--- src/rtl/rlight_pkg.sv ---
package rlight_pkg;
  typedef enum logic [1:0] {
    MODE_LEFT   = 2'd0,
    MODE_RIGHT  = 2'd1,
    MODE_BOUNCE = 2'd2,
    MODE_HOLD   = 2'd3
  } mode_e;

  localparam int unsigned IDX_PAT  = 0;
  localparam int unsigned IDX_MODE = 1;
  localparam int unsigned IDX_DLY  = 2;
endpackage

--- src/rtl/rlight_timer.sv ---
module rlight_timer #(
  parameter int unsigned DLY_W = 8
) (
  input  logic             clk_i,
  input  logic             rst_ni,
  input  logic             restart_i,
  input  logic [DLY_W-1:0] dly_i,
  output logic             tick_o
);
  logic [DLY_W-1:0] cnt_q, cnt_d;
  logic             cnt_en;

  // A count at or above the limit steps, so lowering the delay never strands the counter.
  assign tick_o = (cnt_q >= dly_i);
  assign cnt_en = 1'b1;

  always_comb begin
    if (restart_i || tick_o) cnt_d = '0;
    else                     cnt_d = cnt_q + DLY_W'(1);
  end

  always_ff @(posedge clk_i or negedge rst_ni) begin
    if (!rst_ni)     cnt_q <= '0;
    else if (cnt_en) cnt_q <= cnt_d;
  end

  p_count_up_r7: assert property (@(posedge clk_i) disable iff (!rst_ni)
    (!restart_i && !tick_o) |=> (cnt_q == $past(cnt_q) + DLY_W'(1)));
  p_restart_r9: assert property (@(posedge clk_i) disable iff (!rst_ni)
    restart_i |=> (cnt_q == '0));
  p_wrap_r8: assert property (@(posedge clk_i) disable iff (!rst_ni)
    (tick_o && !restart_i) |=> (cnt_q == '0));
endmodule

--- src/rtl/rlight_anim.sv ---
module rlight_anim
  import rlight_pkg::*;
#(
  parameter int unsigned PAT_W = 8
) (
  input  logic             clk_i,
  input  logic             rst_ni,
  input  logic             load_i,
  input  logic [PAT_W-1:0] load_val_i,
  input  mode_e            mode_i,
  input  logic             step_i,
  output logic [PAT_W-1:0] pat_o
);
  logic [PAT_W-1:0] pat_q, pat_d;
  logic             dir_q, dir_d;   // 0 = moving left, 1 = moving right
  logic             pat_en;

  assign pat_en = load_i || step_i;

  always_comb begin
    pat_d = pat_q;
    dir_d = dir_q;
    if (load_i) begin
      pat_d = load_val_i;
      dir_d = 1'b0;
    end else if (step_i) begin
      unique case (mode_i)
        MODE_LEFT:  pat_d = {pat_q[PAT_W-2:0], pat_q[PAT_W-1]};
        MODE_RIGHT: pat_d = {pat_q[0], pat_q[PAT_W-1:1]};
        MODE_BOUNCE: begin
          if (!dir_q) begin
            if (pat_q[PAT_W-1]) begin
              pat_d = pat_q >> 1;
              dir_d = 1'b1;
            end else begin
              pat_d = pat_q << 1;
            end
          end else begin
            if (pat_q[0]) begin
              pat_d = pat_q << 1;
              dir_d = 1'b0;
            end else begin
              pat_d = pat_q >> 1;
            end
          end
        end
        default: pat_d = pat_q;
      endcase
    end
  end

  always_ff @(posedge clk_i or negedge rst_ni) begin
    if (!rst_ni) begin
      pat_q <= '0;
      dir_q <= 1'b0;
    end else if (pat_en) begin
      pat_q <= pat_d;
      dir_q <= dir_d;
    end
  end

  assign pat_o = pat_q;

  p_load_r2: assert property (@(posedge clk_i) disable iff (!rst_ni)
    load_i |=> (pat_q == $past(load_val_i)));
  p_rotate_keeps_ones_r3: assert property (@(posedge clk_i) disable iff (!rst_ni)
    (step_i && !load_i && (mode_i == MODE_LEFT || mode_i == MODE_RIGHT))
      |=> ($countones(pat_q) == $countones($past(pat_q))));
  p_bounce_single_r5: assert property (@(posedge clk_i) disable iff (!rst_ni)
    (step_i && !load_i && mode_i == MODE_BOUNCE && $countones(pat_q) == 1)
      |=> ($countones(pat_q) == 1));
  p_hold_r6: assert property (@(posedge clk_i) disable iff (!rst_ni)
    (mode_i == MODE_HOLD && !load_i) |=> $stable(pat_q));
endmodule

--- src/rtl/rlight_regs.sv ---
module rlight_regs
  import rlight_pkg::*;
#(
  parameter int unsigned DATA_W = 32,
  parameter int unsigned ADDR_W = 4,
  parameter int unsigned DLY_W  = 8,
  parameter int unsigned PAT_W  = 8
) (
  input  logic              clk_i,
  input  logic              rst_ni,
  input  logic              req_i,
  input  logic              we_i,
  input  logic [ADDR_W-1:0] addr_i,
  input  logic [DATA_W-1:0] wdata_i,
  input  logic [PAT_W-1:0]  live_pat_i,
  output mode_e             mode_o,
  output logic [DLY_W-1:0]  dly_o,
  output logic              pat_load_o,
  output logic [PAT_W-1:0]  pat_val_o,
  output logic [DATA_W-1:0] rdata_o,
  output logic              rvalid_o
);
  localparam int unsigned IDX_W = ADDR_W - 2;

  logic [IDX_W-1:0]  idx;
  logic              sel_pat, sel_mode, sel_dly, unmapped;
  logic              wr, rd, mode_en, dly_en;
  mode_e             mode_q;
  logic [DLY_W-1:0]  dly_q;
  logic [DATA_W-1:0] rdata_d, rdata_q;
  logic              rvalid_q;

  assign idx      = addr_i[ADDR_W-1:2];
  assign sel_pat  = (idx == IDX_W'(IDX_PAT));
  assign sel_mode = (idx == IDX_W'(IDX_MODE));
  assign sel_dly  = (idx == IDX_W'(IDX_DLY));
  assign unmapped = !(sel_pat || sel_mode || sel_dly);
  assign wr       = req_i && we_i;
  assign rd       = req_i && !we_i;
  assign mode_en  = wr && sel_mode;
  assign dly_en   = wr && sel_dly;

  assign pat_load_o = wr && sel_pat;
  assign pat_val_o  = wdata_i[PAT_W-1:0];

  always_comb begin
    rdata_d = '0;
    if (rd) begin
      if (sel_pat)  rdata_d = DATA_W'(live_pat_i);
      if (sel_mode) rdata_d = DATA_W'(mode_q);
      if (sel_dly)  rdata_d = DATA_W'(dly_q);
    end
  end

  always_ff @(posedge clk_i or negedge rst_ni) begin
    if (!rst_ni)      mode_q <= MODE_LEFT;
    else if (mode_en) mode_q <= mode_e'(wdata_i[1:0]);
  end

  always_ff @(posedge clk_i or negedge rst_ni) begin
    if (!rst_ni)     dly_q <= '0;
    else if (dly_en) dly_q <= wdata_i[DLY_W-1:0];
  end

  always_ff @(posedge clk_i or negedge rst_ni) begin
    if (!rst_ni) begin
      rdata_q  <= '0;
      rvalid_q <= 1'b0;
    end else begin
      rdata_q  <= rdata_d;
      rvalid_q <= req_i;
    end
  end

  assign mode_o   = mode_q;
  assign dly_o    = dly_q;
  assign rdata_o  = rdata_q;
  assign rvalid_o = rvalid_q;

  p_resp_follows_req_r10: assert property (@(posedge clk_i) disable iff (!rst_ni)
    req_i |=> rvalid_o);
  p_no_resp_when_idle_r10: assert property (@(posedge clk_i) disable iff (!rst_ni)
    !req_i |=> !rvalid_o);
  p_unmapped_zero_r11: assert property (@(posedge clk_i) disable iff (!rst_ni)
    (rd && unmapped) |=> (rdata_o == '0));
  p_unmapped_write_r11: assert property (@(posedge clk_i) disable iff (!rst_ni)
    (wr && unmapped) |=> ($stable(mode_q) && $stable(dly_q)));
endmodule

--- src/rtl/rlight_top.sv ---
module rlight_top
  import rlight_pkg::*;
#(
  parameter int unsigned DATA_W = 32,
  parameter int unsigned ADDR_W = 4,
  parameter int unsigned DLY_W  = 8,
  parameter int unsigned PAT_W  = 8
) (
  input  logic              clk_i,
  input  logic              rst_ni,
  input  logic              req_i,
  input  logic              we_i,
  input  logic [ADDR_W-1:0] addr_i,
  input  logic [DATA_W-1:0] wdata_i,
  output logic [DATA_W-1:0] rdata_o,
  output logic              rvalid_o,
  output logic [PAT_W-1:0]  led_o
);
  logic [1:0]       rst_sync_q;
  logic             rst_n;
  mode_e            mode;
  logic [DLY_W-1:0] dly;
  logic             pat_load, tick;
  logic [PAT_W-1:0] pat_val, pat;

  // Reset asserts at once and releases after two clock edges.
  always_ff @(posedge clk_i or negedge rst_ni) begin
    if (!rst_ni) rst_sync_q <= 2'b00;
    else         rst_sync_q <= {rst_sync_q[0], 1'b1};
  end
  assign rst_n = rst_sync_q[1];

  rlight_regs #(
    .DATA_W(DATA_W), .ADDR_W(ADDR_W), .DLY_W(DLY_W), .PAT_W(PAT_W)
  ) u_regs (
    .clk_i      (clk_i),
    .rst_ni     (rst_n),
    .req_i      (req_i),
    .we_i       (we_i),
    .addr_i     (addr_i),
    .wdata_i    (wdata_i),
    .live_pat_i (pat),
    .mode_o     (mode),
    .dly_o      (dly),
    .pat_load_o (pat_load),
    .pat_val_o  (pat_val),
    .rdata_o    (rdata_o),
    .rvalid_o   (rvalid_o)
  );

  rlight_timer #(.DLY_W(DLY_W)) u_timer (
    .clk_i     (clk_i),
    .rst_ni    (rst_n),
    .restart_i (pat_load),
    .dly_i     (dly),
    .tick_o    (tick)
  );

  rlight_anim #(.PAT_W(PAT_W)) u_anim (
    .clk_i      (clk_i),
    .rst_ni     (rst_n),
    .load_i     (pat_load),
    .load_val_i (pat_val),
    .mode_i     (mode),
    .step_i     (tick),
    .pat_o      (pat)
  );

  assign led_o = pat;
endmodule

--- config.mk ---
export PLATFORM = sky130hd
export DESIGN_NAME = rlight_top
export DESIGN_NICKNAME = d
export VERILOG_FILES = /design/src/rtl/rlight_pkg.sv /design/src/rtl/rlight_timer.sv /design/src/rtl/rlight_anim.sv /design/src/rtl/rlight_regs.sv /design/src/rtl/rlight_top.sv
export SDC_FILE = /design/constraint.sdc
export NUM_CORES = 1
export LEC_CHECK = 0
export BUFFER_PORTS_ARGS = -buffer_cell sky130_fd_sc_hd__clkbuf_2
export CORE_UTILIZATION = 40
export DETAILED_ROUTE_END_ITERATION = 10
export PLACE_DENSITY = 0.68
export SYNTH_ARGS = -nofsm -noshare
export SYNTH_HDL_FRONTEND = slang
export SYNTH_SLANG_ARGS = --single-unit
--- constraint.sdc ---
create_clock -name clk_i -period 1.3 [get_ports clk_i]
set_clock_uncertainty 0.05 [all_clocks]
set_input_delay 0.26 -clock clk_i [delete_from_list [all_inputs] [get_ports clk_i]]
set_output_delay 0.26 -clock clk_i [all_outputs]
set_load 0.02 [all_outputs]
* Word-level counts from Yosys, hierarchy flattened
Index checks and enable logic that the tools add are counted.
Cells by class: add/sub/neg operators 1, order comparisons 1, equality and inequality tests 4, multiplexer cells 17, reduce and logical (&&, ||, !) cells 14
Operator list (count):
- $mux 32 | 3
- $mux 8 | 7
- $pmux 8 s3 | 1
- $add 8x1->8 const B | 1
- $ge 8x8->1 | 1
- $mux 1 | 6
- $reduce_and 3->1 | 2
- $logic_and 1x1->1 | 5
- $eq 2x1->1 const B | 2
- $eq 2x2->1 const B | 2
- $logic_not 2->1 | 2
- $reduce_bool 2->1 | 2
- $reduce_bool 4->1 | 1
- $logic_not 1->1 | 1
- $logic_or 1x1->1 | 1
Word-level totals: bits in registers 62, bits of input ports 40

* Depth between registers and ports, before layout
Gate-level depths: netlist (run 1).
word-level depth 5, mapped depth 8

* By module
From an unflattened synthesis (run 1), not the netlist that was laid out.
Unflattened totals: cells, all modules 237, area, all modules 2436.1 um^2
By module, submodules not included:
- rlight_regs | instances 1, cells each 91, area an instance 1047.3 um^2
- rlight_anim | instances 1, cells each 84, area an instance 760.7 um^2
- rlight_timer | instances 1, cells each 59, area an instance 574.3 um^2
- rlight_top | instances 1, cells each 3, area an instance 53.8 um^2

* Least setup slack after synthesis (run 1)
Ideal clock, no wire load.
path type flip-flop to flip-flop, start point register u_timer.cnt_q[0], end point register u_anim.pat_q[1] (netlist: u_anim.pat_o[1]), library setup time 0.125 ns, data arrival time 1.696 ns, data required time 1.125 ns, path slack -0.571 ns, stages on the path, launching flop included 8, clock period less this slack 1.871 ns, cells stage by stage dfrtp_1 -> inv_1 -> ha_1 -> nand2b_1 -> a21oi_1 -> o211ai_1 -> a21oi_4 -> mux2_2
Between the ends: word-level cells in the longest chain between the ends 3, elaborated cells on any way between the ends 4, classes of those cells 1 x order compare; 3 x reduce/logical
RTL lines:
- from (decl) | line rlight_timer.sv:10 | logic [DLY_W-1:0] cnt_q, cnt_d;
- from (signal assigned) | line rlight_timer.sv:24 | else if (cnt_en) cnt_q <= cnt_d;
- $ge 8x8->1 * | line rlight_timer.sv:14 | assign tick_o = (cnt_q >= dly_i);
- $reduce_bool 2->1 (no line) / $logic_or 1x1->1 (equally long branches)
- $reduce_and 3->1 (no line) *
- to (signal assigned) | line rlight_anim.sv:57 | pat_q <= pat_d;
- to (decl) | line rlight_anim.sv:14 | logic [PAT_W-1:0] pat_q, pat_d;
Every way passes the cells marked *; elsewhere a longest branch is shown, timed or not. A chain may end at the register's enable or synchronous reset.

* Final worst setup path (run 1)
start point register u_regs.dly_q[4] (netlist: u_regs.dly_o[4]), end point register u_anim.pat_q[6] (netlist: u_anim.pat_o[6])
Between the ends: word-level cells in the longest chain between the ends 3, elaborated cells on any way between the ends 4, classes of those cells 1 x order compare; 3 x reduce/logical
RTL lines:
- from (decl) | line rlight_regs.sv:29 | logic [DLY_W-1:0] dly_q;
- from (signal assigned) | line rlight_regs.sv:62 | else if (dly_en) dly_q <= wdata_i[DLY_W-1:0];
- $ge 8x8->1 * | line rlight_timer.sv:14
- $reduce_bool 2->1 (no line) / $logic_or 1x1->1 (equally long branches)
- $reduce_and 3->1 (no line) *
Marks and branches as above.

==> results.toml, run 1 <==
[run_status]
failed_checks = "negative setup slack"
status = "finished, violations left"

[timing]
finalSetupViolations = 17
period_share_pct = 147.0
min_period_ns = 1.911
rsz0062_at_grt = "true"
fmax_mhz = 523.4
maxSlewViolCount = 0
hold_viol_final = 0
setup_tns_ns = -9.836
setup_slack_ns = -0.6105

[synth]
synthArstFlopShare_pct = 100.0
yosysSeqAreaShare_pct = 43.01
syn_avg_cell_area_sq_um = 9.959
synth-seq-cells = 38
yosysWarnings = 0
synth.distinct_cells = 36
synth_edf_count = 0
syn_inst = 222
synth_area_sq_um = 2211
synthFlopType = "dfrtp_1"

[detailed_routing]
drc = 0
drt-pass1-iter-count = 5
vias = 1762
vias_per_cell = 4.827
drt-initial-drc-count = 47
drt-total-wl_mm = 4.935
routedWlPerCell_um = 13.52
antenna_left = 0

[grt]
grt_pass1_vias = 1738
grt_pass1_wl_mm = 8.286
grt.overflow.total = 0
grt_start_max_net_pins = 37
antenna_found_initial = 0
grt_usage_pct = 18.18

[worst_setup_path]
cp_max_fo = 8
cp.arrival_ns = 2.04
criticalPathCategory = "flip-flop to flip-flop"
critical_path_required_ns = 1.43
endpoint_kind = "flip-flop"
cp-start-kind = "flip-flop"

[floorplanning]
io_pins = 81
coreArea_sq_um = 5205
dieWidth_um = 76.35
start_util_pct = 42.48
num_rows = 26
die_h_um = 76.35
die_area_sq_um = 5829

[placed_design]
dp_worst_setup_slack_ns = -0.7288
dpl.cell_count = 353
dpl_cell_area_sq_um = 2614
place_congestion = 0.8545
place_hpwl_mm = 3.595
portBuffers = 30

[final_layout]
drive_gt1_share_pct = 41.36
final_cell_mix = "dfrtp_1, buf_4, clkbuf_2, conb_1, nor2_1"
fin_cells = 365
area_delta_synth_final_pct = 31.64
final_cell_area_sq_um = 2910
layout.nets = 346
insertedDiodeCount = 0
nFillCells = 470
final_common_cell = "dfrtp_1"

[clocking]
numClockSinks = 38
clock_latency_ns = 0.29
cts_tree = "yes"
path_clk_slew_ns = 0.07
cts_made_buffers = 5
clockBufferDepth = 2
htree_levels = 2
root_buffer = "clkbuf_8"

[power]
power.leakage_nw = 1.495
power_density_nw_per_um2 = 1854
power.total_w = 0.005396
ir_worst_vdd_uv = 1515

[worst_hold_path]
worstHoldPathType = "input pin to flip-flop"

[flow_run]
cap_viol_max_count = 0
[timing repair]
action	CTS	global route
hold buffers	1	0
resized for setup	23	18
endpoints found under the setup margin	19	21
pin swaps	6	7
hold endpoints to repair	2	0
buffers inserted	2	2
[final timing paths]
check,cells after the start,slack [ns],from,endpoint
min reg2reg,1,0.18,rst_sync_q[1]$_DFF_PN0_,u_anim.pat_o[4]$_DFFE_PN0P_
min,2,0.16,req_i,u_regs.rvalid_o$_DFF_PN0_
max in group asynchronous,1,0.83,rst_sync_q[1]$_DFF_PN0_,u_anim.pat_o[5]$_DFFE_PN0P_
max,8,-0.61,u_regs.dly_o[4]$_DFFE_PN0P_,u_anim.pat_o[6]$_DFFE_PN0P_
max reg2reg,8,-0.61,u_regs.dly_o[4]$_DFFE_PN0P_,u_anim.pat_o[6]$_DFFE_PN0P_
min in group asynchronous,1,0.18,rst_sync_q[1]$_DFF_PN0_,u_anim.pat_o[4]$_DFFE_PN0P_
[final cells by class]
type	count	area [sq um]	share of cell area [%]
Clock buffer	7	86.33	2.966
Tap cell	70	87.58	3.009
Timing Repair Buffer	71	516.7	17.76
Clock inverter	1	5.005	0.1720
Multi-Input combinational cell	166	1217	41.83
Sequential cell	38	952.2	32.72
Inverter	12	45.04	1.548
[state kept, by name (all words and copies together) (netlist names)]
signal / flops
rst_sync_q: 2
u_anim.dir_q: 1
u_anim.pat_o: 8
u_regs.dly_o: 8
u_regs.mode_o: 2
u_regs.rdata_o: 8
u_regs.rvalid_o: 1
u_timer.cnt_q: 8
[report_power, final]
group | leakage (nW) | total (W) | internal, W | switching (W)
combinational | 0.967 | 0.00274 | 0.00141 | 0.00133
clock | 0.0482 | 0.000857 | 0.000428 | 0.000429
sequential | 0.480 | 0.00180 | 0.00149 | 0.000311
total | 1.50 | 0.00540 | 0.00332 | 0.00207
[stage by stage]
step,utilization [%],hold slack [ns]
6_report,55.91,0.1564
3_3_place_gp,50.22,-0.003651
3_5_place_dp,50.22,-0.001210
2_1_floorplan,-,-0.08559
4_1_cts,54.71,0.1531
5_1_grt,55.91,0.1514
[Yosys cell counts (3+ instances only)]
cell,count,area share [%]
nor2_1,29,4.9
o21ai_0,4,0.91
inv_1,12,2.0
nand3_1,5,1.1
a31oi_1,4,1.1
and3_1,3,0.85
xor2_1,4,1.6
nor2b_1,3,0.85
nand2_1,16,2.7
a32oi_1,3,1.2
a21oi_1,10,2.3
mux2_2,17,8.7
ha_1,12,6.8
nor3_1,3,0.68
dfrtp_1,38,43
nand2b_1,3,0.85
buf_4,24,8.1
mux2i_1,8,3.6
[kinds of logic after synthesis]
| group | count (synthesis) | synth area share (%) |
|---|---|---|
| buffers and inverters | 41 | 11.83 |
| multiplexers | 26 | 12.79 |
| XOR/XNOR | 6 | 2.377 |
| AO/OA/AOI/OAI | 31 | 9.678 |
| adder cells (fa/ha/maj) | 12 | 6.791 |
| flip-flops | 38 | 43.01 |
| AND/OR/NAND/NOR | 66 | 13.19 |
| other | 2 | 0.3397 |
[metal layers]
layer	vias to the layer above	share of wire, %	GRT usage [%]
li1	849	-	-
met4	0	1.5	5.192
met5	-	0	0
met3	9	3.2	4.311
met2	43	50	30.81
met1	861	45	23.01
[worst max-delay path, stage by stage (launching register included)]
cell and delay (ns):
dfrtp_1 0.37, inv_1 0.06, ha_1 0.29, o21a_1 0.19
nor2_2 0.14, nor3_2 0.08, a21oi_4 0.17, buf_12 0.15
mux2_4 0.30
No activity file was read; power rests on OpenSTA's default activity.
==> run 2, diff against run 1 <==
Settings changed: ABC_AREA set to 1, CAP_MARGIN set to 40, PLACE_DENSITY 0.68 to 0.67.
==> results.toml, run 2 <==
[floorplanning]
num_rows = 27
io_pins = 81
start_util_pct = 42.45
dieWidth_um = 79.38
die_area_sq_um = 6300
die_h_um = 79.38
coreArea_sq_um = 5642

[placed_design]
place_hpwl_mm = 4.041
portBuffers = 30
place_congestion = 0.8492
dpl_cell_area_sq_um = 2848
dpl.cell_count = 443

[detailed_routing]
drt-pass1-iter-count = 4
routedWlPerCell_um = 12.67
drt-total-wl_mm = 5.855
drt-initial-drc-count = 237
antenna_left = 0
vias = 2189
vias_per_cell = 4.738
drc = 0

[synth]
yosysSeqAreaShare_pct = 39.71
synth.area.top_cells = "dfrtp_1, nand2_1, buf_4"
syn_avg_cell_area_sq_um = 7.826
synth-seq-cells = 38
yosysTopAreaCellShare_pct = 39.71
synth_edf_count = 0
yosysMostFrequentCell = "nand2_1"
synthArstFlopShare_pct = 100.0
synth.distinct_cells = 33
synthFlopType = "dfrtp_1"
synth_area_sq_um = 2395
synth_top_area_cell = "dfrtp_1"
synth_common_cells = "nand2_1, dfrtp_1, inv_1, buf_4, nor2_1"
syn_inst = 306
yosysWarnings = 0

[timing]
finalSetupViolations = 17
rsz0062_at_grt = "true"
min_period_ns = 1.669
maxSlewViolCount = 0
hold_viol_final = 0
setup_tns_ns = -5.574
period_share_pct = 128.4
fmax_mhz = 599.1
setup_slack_ns = -0.3691

[final_layout]
area_delta_synth_final_pct = 35.89
final_cell_mix = "nand2_1, buf_4, dfrtp_1, inv_1, clkbuf_2"
drive_gt1_share_pct = 36.67
final_cell_area_sq_um = 3254
final_common_cell = "nand2_1"
seq_area_sq_um = 952.2
multi_input_area_sq_um = 1355
layout.nets = 441
insertedDiodeCount = 0
fin_cells = 462
nFillCells = 485

[worst_hold_path]
worstHoldPathType = "input pin to flip-flop"
min_from = "req_i"
hold_end = "u_regs.rvalid_o$_DFF_PN0_"
hold_depth = 1

[grt]
grt_pass1_vias = 1988
grt.overflow.total = 0
grt_pass1_wl_mm = 9.404
grt_usage_pct = 19.64
grt_start_max_net_pins = 37
antenna_found_initial = 0

[worst_setup_path]
rr_worst_depth = 9
endpoint_kind = "flip-flop"
cp_max_fo = 8
worst-r2r-setup-slack_ns = -0.37
timing.rr.end = "u_anim.pat_o[7]$_DFFE_PN0P_"
criticalPathCategory = "flip-flop to flip-flop"
reg2reg_from = "u_regs.dly_o[7]$_DFFE_PN0P_"
critical_path_required_ns = 1.48
cp.arrival_ns = 1.85
cp-start-kind = "flip-flop"

[run_status]
status = "finished, violations left"
failed_checks = "negative setup slack"

[clocking]
clock_latency_ns = 0.29
cts_made_buffers = 5
root_buffer = "clkbuf_8"
cts_tree = "yes"
htree_levels = 2
numClockSinks = 38
path_clk_slew_ns = 0.07
clockBufferDepth = 2

[power]
ir_worst_vdd_uv = 885.9
power.leakage_nw = 1.766
power_density_nw_per_um2 = 1679

[flow_run]
cap_viol_max_count = 0
run 2: cell types whose count changed after synthesis, sizes merged, moves of 7 or more:
| cell | delta |
|---|---|
| mux2i | -8 |
| mux2 | -18 |
| inv | +27 |
| a21oi | +7 |
| nand3 | +16 |
| nand2 | +82 |
| nand4 | +8 |
run 2: worst max path at each step:
stage	slack, ns	start	cells past startpoint	endpoint
detailed placement	-0.40	u_regs.mode_o[0]$_DFFE_PN0P_	8	u_anim.pat_o[7]$_DFFE_PN0P_
global placement	-0.34	u_regs.mode_o[0]$_DFFE_PN0P_	10	u_anim.pat_o[3]$_DFFE_PN0P_
global route	-0.42	u_regs.mode_o[0]$_DFFE_PN0P_	9	u_anim.pat_o[2]$_DFFE_PN0P_
floorplan	-0.27	u_regs.dly_o[3]$_DFFE_PN0P_	10	u_timer.cnt_q[5]$_DFF_PN0_
finish	-0.37	u_regs.dly_o[7]$_DFFE_PN0P_	9	u_anim.pat_o[7]$_DFFE_PN0P_
CTS	-0.31	u_regs.dly_o[6]$_DFFE_PN0P_	10	u_anim.pat_o[6]$_DFFE_PN0P_
run 2: final cells by class:
type | instances | area share, %
inverters | 39 | 4.652
flip-flops and latches | 38 | 29.26
repair buffers | 81 | 18.30
multi-input cells | 224 | 41.64
well taps | 72 | 2.768
clock buffers | 8 | 3.383
run 2: timing repair:
item | 4_1_cts | 5_1_grt
endpoints found under the hold margin | 2 | 0
pin swaps | 6 | 14
setup buffers | 5 | 5
resized for setup | 24 | 21
hold buffers | 1 | 0
gates cloned | 0 | 1
setup endpoints to repair | 18 | 20
run 2: cells by family after synthesis:
logic type               count (synthesis)  synth area share (%)
AO/OA/AOI/OAI                           26                 5.747
XOR/XNOR                                 2                0.7316
adder cells (fa/ha/maj)                 12                 6.269
buffers and inverters                   67                 15.57
flip-flops                              38                 39.71
other                                    2                0.3136
AND/OR/NAND/NOR                        159                 31.66
run 2: metrics by stage:
step | power (W) | worst slack [ns] | util [%] | hold WS [ns]
2_1_floorplan | 0.003128 | -0.2697 | - | -0.08559
6_report | 0.005463 | -0.3691 | 57.68 | 0.04540
5_1_grt | 0.005870 | -0.4211 | 57.68 | 0.04287
3_5_place_dp | 0.003917 | -0.3996 | 50.48 | -0.001088
4_1_cts | 0.005228 | -0.3077 | 55.44 | 0.04054
3_3_place_gp | 0.003873 | -0.3360 | 50.48 | -0.004560
run 2: report_power, final:
group          leakage [nW]  internal, W  total (W)  switching [W]
Clock                0.0575     0.000536   0.000952       0.000416
Sequential            0.478      0.00147    0.00180       0.000335
Combinational          1.23      0.00125    0.00271        0.00145
Total                  1.77      0.00326    0.00546        0.00221
run 2: worst max-delay path, cell delays in order, from the launching register on:
cell,delay [ns]
dfrtp_1,0.39
inv_2,0.08
ha_4,0.21
a21o_1,0.17
nor2_2,0.16
nand4_4,0.16
buf_12,0.18
nand2_8,0.08
nand2_1,0.06
nand2_1,0.06
run 2: per-layer routing:
metal	wire length, um	GRT usage (%)	up-vias
li1	-	-	1078
met1	2682	26.28	1026
met2	2789	31.72	78
met3	274	3.086	7
met4	108	7.636	0
met5	0	0	-
==> run 3, diff against run 2 <==
Settings changed: PLACE_DENSITY 0.67 to 0.66.
==> results.toml, run 3 (synthesized netlist as in run 2, its figures left out) <==
[run_status]
status = "finished, violations left"
failed_checks = "negative setup slack"

[clocking]
htree_levels = 2
root_buffer = "clkbuf_8"
clock_latency_ns = 0.30
numClockSinks = 38
cts_tree = "yes"
clockBufferDepth = 2
path_clk_slew_ns = 0.08
cts_made_buffers = 5

[timing]
setup_slack_ns = -0.3767
rsz0062_at_grt = "true"
min_period_ns = 1.677
finalSetupViolations = 17
fmax_mhz = 596.4
maxSlewViolCount = 0
period_share_pct = 129.0
hold_viol_final = 0
holdWs_ns = 0.04435

[detailed_routing]
drc = 0
vias_per_cell = 4.735
drt-pass1-iter-count = 4
antenna_left = 0
drt-total-wl_mm = 5.936
routedWlPerCell_um = 12.68
vias = 2216
drt-initial-drc-count = 102

[worst_setup_path]
cp_max_fo = 8
worstPathCellList = "ha_1 -> nand2_2 -> inv_1 -> nand2_1 -> nand2_1 -> nand2_2 -> nand4_4 -> buf_6 -> nor3b_2"
critical_path_required_ns = 1.47
endpoint_kind = "flip-flop"
worstSetupStartpoint = "u_timer.cnt_q[2]$_DFF_PN0_"
slowest_stage = "dfrtp_1"
reg2reg_from = "u_timer.cnt_q[2]$_DFF_PN0_"
cp.arrival_ns = 1.85
cp.buffers_inverters = 2
cp.depth = 9
rr_worst_depth = 9
cpPeakStageDelay_ns = 0.39
crit_end = "u_timer.cnt_q[4]$_DFF_PN0_"
criticalPathCategory = "flip-flop to flip-flop"
critPathTopFamily = "simple AND/OR/NAND/NOR gates"
timing.rr.end = "u_timer.cnt_q[4]$_DFF_PN0_"
cp-start-kind = "flip-flop"
worst-r2r-setup-slack_ns = -0.38

[final_layout]
area_delta_synth_final_pct = 37.20
final_common_cell = "nand2_1"
drive_gt1_share_pct = 39.39
insertedDiodeCount = 0
layout.nets = 447
nFillCells = 502
final_cell_mix = "nand2_1, buf_4, dfrtp_1, inv_1, clkbuf_2"
fin_cells = 468
final_cell_area_sq_um = 3286

[power]
ir_worst_vdd_uv = 749.2
power.total_w = 0.005383
power_density_nw_per_um2 = 1638
power.leakage_nw = 1.783

[grt]
grt_pass1_vias = 2163
grt_start_max_net_pins = 37
grt_pass1_wl_mm = 9.798
antenna_found_initial = 0
grt_usage_pct = 20.36
grt.overflow.total = 0

[placed_design]
portBuffers = 30
dpl_cell_area_sq_um = 2885
place_hpwl_mm = 4.301
dpl.cell_count = 448
place_congestion = 0.8883

[floorplanning]
die_area_sq_um = 6300
coreArea_sq_um = 5642
start_util_pct = 42.45
die_h_um = 79.38
dieWidth_um = 79.38
io_pins = 81
num_rows = 27

[worst_hold_path]
worstHoldPathType = "input pin to flip-flop"
min_from = "req_i"

[flow_run]
cap_viol_max_count = 0
run 3: layout make-up:
| cell class | count | area, sq um | share of cell area [%] |
|---|---|---|---|
| timing repair buffer | 87 | 646.9 | 19.69 |
| clock buffer | 6 | 82.58 | 2.513 |
| multi-input combinational | 224 | 1344 | 40.90 |
| sequential | 38 | 958.4 | 29.17 |
| tap | 72 | 90.09 | 2.742 |
| clock inverter | 2 | 12.51 | 0.3808 |
| inverter | 39 | 151.4 | 4.608 |
run 3: worst min-delay path by stage:
stage	to	slack, ns	cells past startpoint
floorplan	rst_sync_q[0]$_DFF_PN0_	-0.09	0
global placement	rst_sync_q[1]$_DFF_PN0_	-0.004	1
detailed placement	rst_sync_q[0]$_DFF_PN0_	-0.003	1
CTS	u_regs.rvalid_o$_DFF_PN0_	0.04	1
global route	u_regs.rvalid_o$_DFF_PN0_	0.04	1
finish	u_regs.rvalid_o$_DFF_PN0_	0.04	1
run 3: repair_timing:
action,4_1_cts,5_1_grt
endpoints found under the hold margin,2,0
pin swaps,2,12
setup buffers,4,7
resized for setup,17,38
hold buffers,1,0
endpoints found under the setup margin,19,25
run 3: layer usage:
layer  vias up  share of wire (%)  global-route usage, %
met5         -                  0                      0
met4         0               0.88                  6.545
met3         6                3.9                  4.114
met2        66                 48                  33.88
met1      1046                 47                  26.43
li1       1098                  -                      -
run 3: stage by stage:
step | setup TNS (ns) | util [%] | worst slack (ns)
floorplan | -3.480 | - | -0.2697
global placement | -4.845 | 51.14 | -0.3497
detailed placement | -5.515 | 51.14 | -0.3741
CTS | -5.439 | 54.89 | -0.3693
global route | -7.640 | 58.24 | -0.4934
finish | -5.613 | 58.24 | -0.3767
run 3: power breakdown:
group | internal [W] | switching [W] | total [W]
combinational | 0.00125 | 0.00144 | 0.00269
clock | 0.000427 | 0.000453 | 0.000880
sequential | 0.00148 | 0.000329 | 0.00181
total | 0.00316 | 0.00222 | 0.00538
